===== src/rtl/mcyc_clkgen_pkg.sv =====
// Shared constants and types for the dual-rate machine-cycle clock generator.
package mcyc_clkgen_pkg;
    localparam int DEF_SFR_AW   = 8;
    localparam int DEF_SFR_DW   = 8;
    localparam int DEF_CTL_ADDR = 'h8F;
    localparam int DEF_MODE_BIT = 0;
    localparam int DEF_N_STATES = 6;

    typedef enum logic {
        CLK_STD = 1'b0,
        CLK_DBL = 1'b1
    } clk_mode_e;
endpackage


===== src/rtl/mcyc_ctl_reg.sv =====
// Clock-control register: holds the requested rate bit.
// Assumes a single-cycle write strobe. Only the selected data bit at the
// decoded address is stored; all other bits and addresses are dropped.
module mcyc_ctl_reg
    import mcyc_clkgen_pkg::*;
#(
    parameter int SFR_AW   = DEF_SFR_AW,
    parameter int SFR_DW   = DEF_SFR_DW,
    parameter int CTL_ADDR = DEF_CTL_ADDR,
    parameter int MODE_BIT = DEF_MODE_BIT
) (
    input  logic              clk,
    input  logic              rst_n,
    input  logic              we,
    input  logic [SFR_AW-1:0] addr,
    input  logic [SFR_DW-1:0] wdata,
    output clk_mode_e         mode_req
);
    localparam logic [SFR_AW-1:0] ADDR_MATCH = SFR_AW'(CTL_ADDR);

    logic hit;
    assign hit = we && (addr == ADDR_MATCH);

    // Capture the requested rate on a decoded write.
    always_ff @(posedge clk) begin
        if (!rst_n) begin
            mode_req <= CLK_STD;
        end else if (hit) begin
            mode_req <= clk_mode_e'(wdata[MODE_BIT]);
        end
    end
endmodule


===== src/rtl/mcyc_div_switch.sv =====
// Divide-by-two stage with synchronised rate switch.
// The divider toggles every oscillator cycle. The requested rate is applied
// only at the edge where the divided clock rises, so the enable interval
// is always 1 or 2 cycles and never a runt.
module mcyc_div_switch
    import mcyc_clkgen_pkg::*;
(
    input  logic      clk,
    input  logic      rst_n,
    input  clk_mode_e mode_req,
    output logic      half_clk,
    output clk_mode_e mode_act,
    output logic      core_ce
);
    logic half_q;

    // Toggle the divider; apply a new rate on its rising edge only.
    always_ff @(posedge clk) begin
        if (!rst_n) begin
            half_q   <= 1'b0;
            mode_act <= CLK_STD;
        end else begin
            half_q <= ~half_q;
            if (!half_q) begin
                mode_act <= mode_req;
            end
        end
    end

    // Enable: every cycle in double rate, divided-clock high phase otherwise.
    always_comb begin
        core_ce = (mode_act == CLK_DBL) || half_q;
    end

    assign half_clk = half_q;
endmodule


===== src/rtl/mcyc_state_seq.sv =====
// Machine-cycle state sequencer.
// Advances one state per core enable through N_STATES states. It emits a
// registered one-hot strobe for the state just entered, valid in the cycle
// after the enable. Reset parks it on the last state so the first enable
// enters state 1.
module mcyc_state_seq
    import mcyc_clkgen_pkg::*;
#(
    parameter int N_STATES = DEF_N_STATES,
    localparam int SW      = $clog2(N_STATES + 1)
) (
    input  logic                clk,
    input  logic                rst_n,
    input  logic                core_ce,
    output logic [SW-1:0]       state_num,
    output logic [N_STATES-1:0] state_stb,
    output logic                mcyc_start
);
    localparam logic [SW-1:0] LAST = SW'(N_STATES - 1);

    logic [SW-1:0] st_q;
    logic [SW-1:0] st_nxt;

    // Next-state index with wrap.
    always_comb begin
        st_nxt = (st_q == LAST) ? '0 : st_q + SW'(1);
    end

    // Hold the state index, advancing on each enable.
    always_ff @(posedge clk) begin
        if (!rst_n) begin
            st_q <= LAST;
        end else if (core_ce) begin
            st_q <= st_nxt;
        end
    end

    // Register one strobe bit per state.
    for (genvar g = 0; g < N_STATES; g++) begin : g_stb
        always_ff @(posedge clk) begin
            if (!rst_n) begin
                state_stb[g] <= 1'b0;
            end else begin
                state_stb[g] <= core_ce && (st_nxt == SW'(g));
            end
        end
    end

    assign state_num  = st_q + SW'(1);
    assign mcyc_start = state_stb[0];
endmodule


===== src/rtl/mcyc_clkgen.sv =====
// Top of the dual-rate machine-cycle clock generator.
// Connects the control register, the divider/switch and the state
// sequencer. Assumes clk is the free-running oscillator and rst_n is
// synchronous to it.
module mcyc_clkgen
    import mcyc_clkgen_pkg::*;
#(
    parameter int SFR_AW   = DEF_SFR_AW,
    parameter int SFR_DW   = DEF_SFR_DW,
    parameter int CTL_ADDR = DEF_CTL_ADDR,
    parameter int MODE_BIT = DEF_MODE_BIT,
    parameter int N_STATES = DEF_N_STATES,
    localparam int SW      = $clog2(N_STATES + 1)
) (
    input  logic                clk,
    input  logic                rst_n,
    input  logic                sfr_we,
    input  logic [SFR_AW-1:0]   sfr_addr,
    input  logic [SFR_DW-1:0]   sfr_wdata,
    output logic                core_ce,
    output logic                half_clk,
    output logic                dbl_mode,
    output logic [SW-1:0]       state_num,
    output logic [N_STATES-1:0] state_stb,
    output logic                mcyc_start
);
    clk_mode_e mode_req;
    clk_mode_e mode_act;

    mcyc_ctl_reg #(
        .SFR_AW   (SFR_AW),
        .SFR_DW   (SFR_DW),
        .CTL_ADDR (CTL_ADDR),
        .MODE_BIT (MODE_BIT)
    ) u_reg (
        .clk      (clk),
        .rst_n    (rst_n),
        .we       (sfr_we),
        .addr     (sfr_addr),
        .wdata    (sfr_wdata),
        .mode_req (mode_req)
    );

    mcyc_div_switch u_div (
        .clk      (clk),
        .rst_n    (rst_n),
        .mode_req (mode_req),
        .half_clk (half_clk),
        .mode_act (mode_act),
        .core_ce  (core_ce)
    );

    mcyc_state_seq #(
        .N_STATES (N_STATES)
    ) u_seq (
        .clk        (clk),
        .rst_n      (rst_n),
        .core_ce    (core_ce),
        .state_num  (state_num),
        .state_stb  (state_stb),
        .mcyc_start (mcyc_start)
    );

    assign dbl_mode = (mode_act == CLK_DBL);
endmodule


===== config.mk =====
export PLATFORM = sky130hd
export DESIGN_NAME = mcyc_clkgen
export DESIGN_NICKNAME = d
export VERILOG_FILES = /design/src/rtl/mcyc_clkgen_pkg.sv /design/src/rtl/mcyc_ctl_reg.sv /design/src/rtl/mcyc_div_switch.sv /design/src/rtl/mcyc_state_seq.sv /design/src/rtl/mcyc_clkgen.sv
export SDC_FILE = /design/constraint.sdc
export NUM_CORES = 1
export LEC_CHECK = 0
export ABC_AREA = 1
export ABC_CLOCK_PERIOD_IN_PS = 1400
export BUFFER_PORTS_ARGS = -buffer_cell sky130_fd_sc_hd__buf_2
export CAP_MARGIN = 25
export CELL_PAD_IN_SITES_DETAIL_PLACEMENT = 0
export CELL_PAD_IN_SITES_GLOBAL_PLACEMENT = 1
export CORE_MARGIN = 3
export CORE_UTILIZATION = 27
export DETAILED_ROUTE_END_ITERATION = 8
export PLACE_DENSITY = 0.77
export SLEW_MARGIN = 25
export SYNTH_ARGS = -nofsm -noshare
export SYNTH_HDL_FRONTEND = slang
export SYNTH_SLANG_ARGS = --single-unit

===== constraint.sdc =====
create_clock -name clk -period 1.4 [get_ports clk]
set_input_delay 0.28 -clock clk [delete_from_list [all_inputs] [get_ports clk]]
set_output_delay 0.28 -clock clk [all_outputs]
set_load 0.02 [all_outputs]

### Word-level counts from Yosys, hierarchy flattened

Cells that the tools add are included.

* bits of input ports: 19
* bits in registers: 12

* bitwise operators: 1
* reductions and logical operators: 9
* multiplexer cells: 1
* add/subtract/negate cells: 1
* eq/ne operators: 7

Operators with widths (number)
* $eq 3x3->1 const B: 3
* $eq 8x8->1 const B: 1
* $logic_and 1x1->1: 7
* $eq 3x2->1 const B: 2
* $add 3x1->3 const B: 1
* $eq 3x1->1 const B: 1
* $logic_not 3->1: 1
* $mux 3: 1
* $logic_or 1x1->1: 1
* $not 1->1: 1

### Longest topological paths before layout

* depth in word-level cells: 4
* gate-level depth with buffers: 7
* mapped depth without buffers: 7

### Hierarchy

A second synthesis with hierarchy kept.

* cell total of the unflattened synthesis: 81
* area, all modules: 589.3 µm²

Modules (own cells, without submodules)
* mcyc_state_seq: times used 1, area each 425.4 µm², sequential area each 180.2 µm², cells an instance 54
* mcyc_ctl_reg: times used 1, area each 88.8 µm², sequential area each 20.0 µm², cells an instance 17
* mcyc_div_switch: times used 1, area each 75.1 µm², sequential area each 40.0 µm², cells an instance 10

### Worst setup path after synthesis

OpenSTA, ideal clock, no wires.

* path type: reg2reg
* start point: reg u_seq.st_q[0]
* end point: reg u_seq.state_stb[1]
* slack: 0.021 ns
* period minus slack after synthesis: 1.379 ns
* buffers on the path: 0
* cell stages (with the launch flop): 7
* data required time: 1.336 ns
* arrival: 1.315 ns
* path through: dfxtp_1 -> inv_1 -> ha_1 -> or2_2 -> nor2_1 -> nand3_1 -> nor2_1

* cells in the longest elaborated chain, start to end: 4

Ends and longest elaborated chain
* start: declaration: line mcyc_state_seq.sv:21 `logic [SW-1:0] st_q;`
* start signal: assignment: line mcyc_state_seq.sv:34 `st_q <= st_nxt;`
* $add 3x1->3
* net state_num[0]: line mcyc_clkgen.sv:23 `output logic [SW-1:0] state_num,`
* $mux 3: line mcyc_state_seq.sv:26 `st_nxt = (st_q == LAST) ? '0 : st_q + SW'(1);`
* $eq 3x1->1: line mcyc_state_seq.sv:44 `state_stb[g] <= core_ce && (st_nxt == SW'(g));`
* $logic_and 1x1->1: line mcyc_state_seq.sv:44
* end signal: indexed assignment: line mcyc_state_seq.sv:44
* end: declaration: line mcyc_state_seq.sv:16 `output logic [N_STATES-1:0] state_stb,`

The timed path passes the listed nets, and every way through them passes these cells.
A chain may end at the register's enable or synchronous reset.

### Worst setup path after layout

* start point: reg u_seq.st_q[1]
* end point: out state_num[2]

* cells in the longest elaborated chain, start to end: 1

Ends and longest elaborated chain
* $add 3x1->3: line mcyc_state_seq.sv:49 `assign state_num = st_q + SW'(1);`
* end: declaration: line mcyc_clkgen.sv:23

No other way between the ends.

==> reports/qor.txt <==
FINISH
----------------------------------------------------------------------------------------
Number of cells in the finished layout apart from fillers                            129
Leading cell type in the layout, fill and taps excluded                     sky130_fd_sc_hd__buf_2
Area growth from synthesis to final layout                                         61.7%
# diodes                                                                               0
Fill count                                                                           178
Post-layout instance area                                                       840 um^2
Multi-input gate area in the final layout                                       283 um^2
Layout cell share with drive strength beyond 1                                     0.519
Most frequent cells in the layout                                           22 x sky130_fd_sc_hd__buf_2, 11 x sky130_fd_sc_hd__nor2_1, 10 x sky130_fd_sc_hd__nand2_1, 10 x sky130_fd_sc_hd__buf_4, 9 x sky130_fd_sc_hd__inv_1
Final nets                                                                           128
Final core utilization                                                             0.476
Sequential cell area                                                            250 um^2

CRITICAL PATH
----------------------------------------------------------------------------------------
Arrival @ worst endpoint                                                         1140 ps
Critical path depth in cells                                                           4
Startpoint types                                                                    flop
Delay of the slowest cell on the worst path                                       360 ps
Category of the most critical setup path                                    flop to output port
Critical-path maximum fanout                                                           3
CP Buf/Inv Count                                                                       2
Required time at the worst-slack endpoint                                        1120 ps
Number of cell instances on the worst register-to-register path                        7
Endpoint type of the worst setup path                                        output port
Critical path, cell by cell                                                 ha_4 > xnor2_4 > inv_2 > buf_6
Worst path top cell family by delay                                           flip-flops
Cell type of the slowest stage on the worst timing path                     sky130_fd_sc_hd__dfxtp_4

CLOCK NETWORK
----------------------------------------------------------------------------------------
Clock Pin Slew Worst Setup and Hold Paths                                          70 ps
H-Tree Level Count                                                                     1
Root Buffer                                                                 sky130_fd_sc_hd__clkbuf_4
TritonCTS Buffers                                                                      3
Number of clock sinks seen by CTS                                                     12
Hold buffer count at cts                                                               0
Clock latency on the worst-skew pair                                              260 ps
Deepest clock path buffer count                                                        2
Clock tree from TritonCTS                                                           done

DIE
----------------------------------------------------------------------------------------
Cell Rows                                                                             15
Die extent in y                                                                  49.9 um
Floorplan die width                                                              49.9 um
Std-Cell Core Area                                                             1760 um^2
Boundary pin count                                                                    32
Starting utilization of the core area                                              0.294
Die footprint                                                                  2490 um^2

TIMING
----------------------------------------------------------------------------------------
Max Clock Freq                                                                 0.703 GHz
Setup repair after global routing missed its margin                                 true
Final number of setup-violating endpoints                                              2
Setup Skew                                                                       3.79 ps
Measured slew at the worst slew-check pin                                         199 ps
Final count of pins violating max slew                                                 0
Fin Hold WS                                                                       292 ps
Portion of the clock cycle consumed by the worst path in the final layout           1.02
Hold violation count in the final report                                               0
Relative max-transition margin                                                     0.867
Time the final worst path needs with I/O delays and setup                        1420 ps
Worst setup margin                                                              -22.5 ps

ROUTING
----------------------------------------------------------------------------------------
Number of iterations in the first detailed-routing pass                                4
Number of DRC markers in iteration 0                                                  12
Detailed Route WL                                                                1290 um
Via Count                                                                            535
Number of nets still failing antenna checks after routing                              0
Per-cell routed wire length                                                      9.96 um
DRC violation count after routing                                                      0
Detail-routed via count per cell                                                    4.15

PLACE
----------------------------------------------------------------------------------------
Routability congestion estimate from global placement                              0.692
Placed cell areas                                                               693 um^2
Buffers on Ports                                                                      24
Number of instances in the placed design                                             120
Half-perimeter wire length after detailed placement                               906 um

LOGIC SYNTHESIS
----------------------------------------------------------------------------------------
Register area share after synthesis                                                0.463
Netlist area before placement                                                   519 um^2
Yosys Warn Count                                                                       0
Synthesized net count                                                                 90
Netlist cell types                                                                    17
Mean instance size in the synthesized netlist                                  7.64 um^2
Register bit total from synthesis                                                     12
Cells after Synth                                                                     68

GLOBAL ROUTING
----------------------------------------------------------------------------------------
Pin count of the biggest net entering global routing                                   7
Total grt overflow                                                                     0
Global-route wire length before repair                                           2210 um
Initial antenna violation count                                                        0
Via count of the first global-routing pass                                           521
Overall Global Routing Usage                                                       0.119

FLOW RUN
----------------------------------------------------------------------------------------
Number of maximum-capacitance constraint violations                                    0

POWER AND IR DROP
----------------------------------------------------------------------------------------
Maximum VDD drop                                                              0.000566 V
Power per cell area                                                          991 nW/um^2
Static leakage power                                                         0.000426 uW

WORST HOLD PATH
----------------------------------------------------------------------------------------
Hold Path Cell Cnt                                                                     3
Hold Crit Class                                                             input port to flop

OUTCOME
----------------------------------------------------------------------------------------
Failing checks                                                              setup timing
Run status                                                                  finished, violations left

[state kept, by name (all words and copies together) (netlist names)]
| signal | count |
|---|---|
| u_div.half_clk | 1 |
| u_div.mode_act | 1 |
| u_reg.mode_req | 1 |
| u_seq.mcyc_start | 1 |
| u_seq.st_q | 3 |
| u_seq.state_stb | 5 |
[cells in the mapped netlist, drive strengths merged]
cell type  number  area (um^2)
a21oi           4         23.8
buf             1         7.51
dfxtp          12          240
ha              3         37.5
inv            12         45.0
nand2          11         43.8
nand3           5         25.0
nand4           1         6.26
nor2           12         47.6
nor3            2         10.0
nor3b           1         7.51
o21ai           2         10.0
or2             1         6.26
xnor2           1         8.76
[power by group]
group | switching, uW | internal (uW) | leakage [uW] | total (uW)
logic | 130 | 128 | 0.000313 | 258
clock network | 98.9 | 99.3 | 0.0000138 | 198
registers | 18.8 | 357 | 0.0000986 | 376
total | 248 | 584 | 0.000426 | 832
[worst register-to-register path, stage by stage, from the launching register on]
cell	delay [ps]
sky130_fd_sc_hd__dfxtp_4	370
sky130_fd_sc_hd__buf_4	110
sky130_fd_sc_hd__inv_1	40
sky130_fd_sc_hd__ha_2	190
sky130_fd_sc_hd__or2_2	290
sky130_fd_sc_hd__nor2_1	90
sky130_fd_sc_hd__nand3_1	90
sky130_fd_sc_hd__nor2_1	90
[metal layers]
layer,vias up,part of all wire,global-route usage
li1,282,-,-
met4,0,0.012,0.0415
met1,232,0.39,0.125
met3,2,0.059,0.0453
met5,-,0,0
met2,19,0.54,0.214
[cells by family after synthesis]
logic type	count (synthesis)	synth area share
AND/OR/NAND/NOR	33	0.282
adder cells (fa/ha/maj)	3	0.0723
XOR/XNOR	1	0.0169
flip-flops	12	0.463
AO/OA/AOI/OAI	6	0.0651
buffers and inverters	13	0.101
[timing repair]
| item | in CTS | in global routing |
|---|---|---|
| buffers inserted | 6 | 0 |
| endpoints found under the setup margin | 2 | 8 |
| pin swaps | 3 | 3 |
| resized for setup | 12 | 10 |
[final cells by class]
cell class	count	share of cell area
Multi-Input combinational cell	43	0.337
Timing Repair Buffer	34	0.247
Inverter	12	0.0537
Clock buffer	3	0.0268
Sequential cell	12	0.298
Tap cell	25	0.0373
[through the flow]
stage | setup TNS [ps] | power (uW) | worst slack, ps
floorplan | 0 | 482 | 20.8
CTS | -19.9 | 804 | -15.8
global route | -126 | 892 | -64.5
global placement | 0 | 549 | 140
detailed placement | 0 | 551 | 119
finish | -44.4 | 832 | -22.5
[final timing paths]
path                         startpoint                             to  slack, ps
max          u_seq.st_q[1]$_SDFFE_PN0P_                   state_num[2]        -20
min                               rst_n    u_reg.mode_req$_SDFFE_PN0P_        290
max reg2reg  u_seq.st_q[1]$_SDFFE_PN0P_  u_seq.state_stb[5]$_SDFF_PN0_         70
min reg2reg   u_div.half_clk$_SDFF_PN0_      u_div.half_clk$_SDFF_PN0_        440
Power figures use the tool's default switching activity.
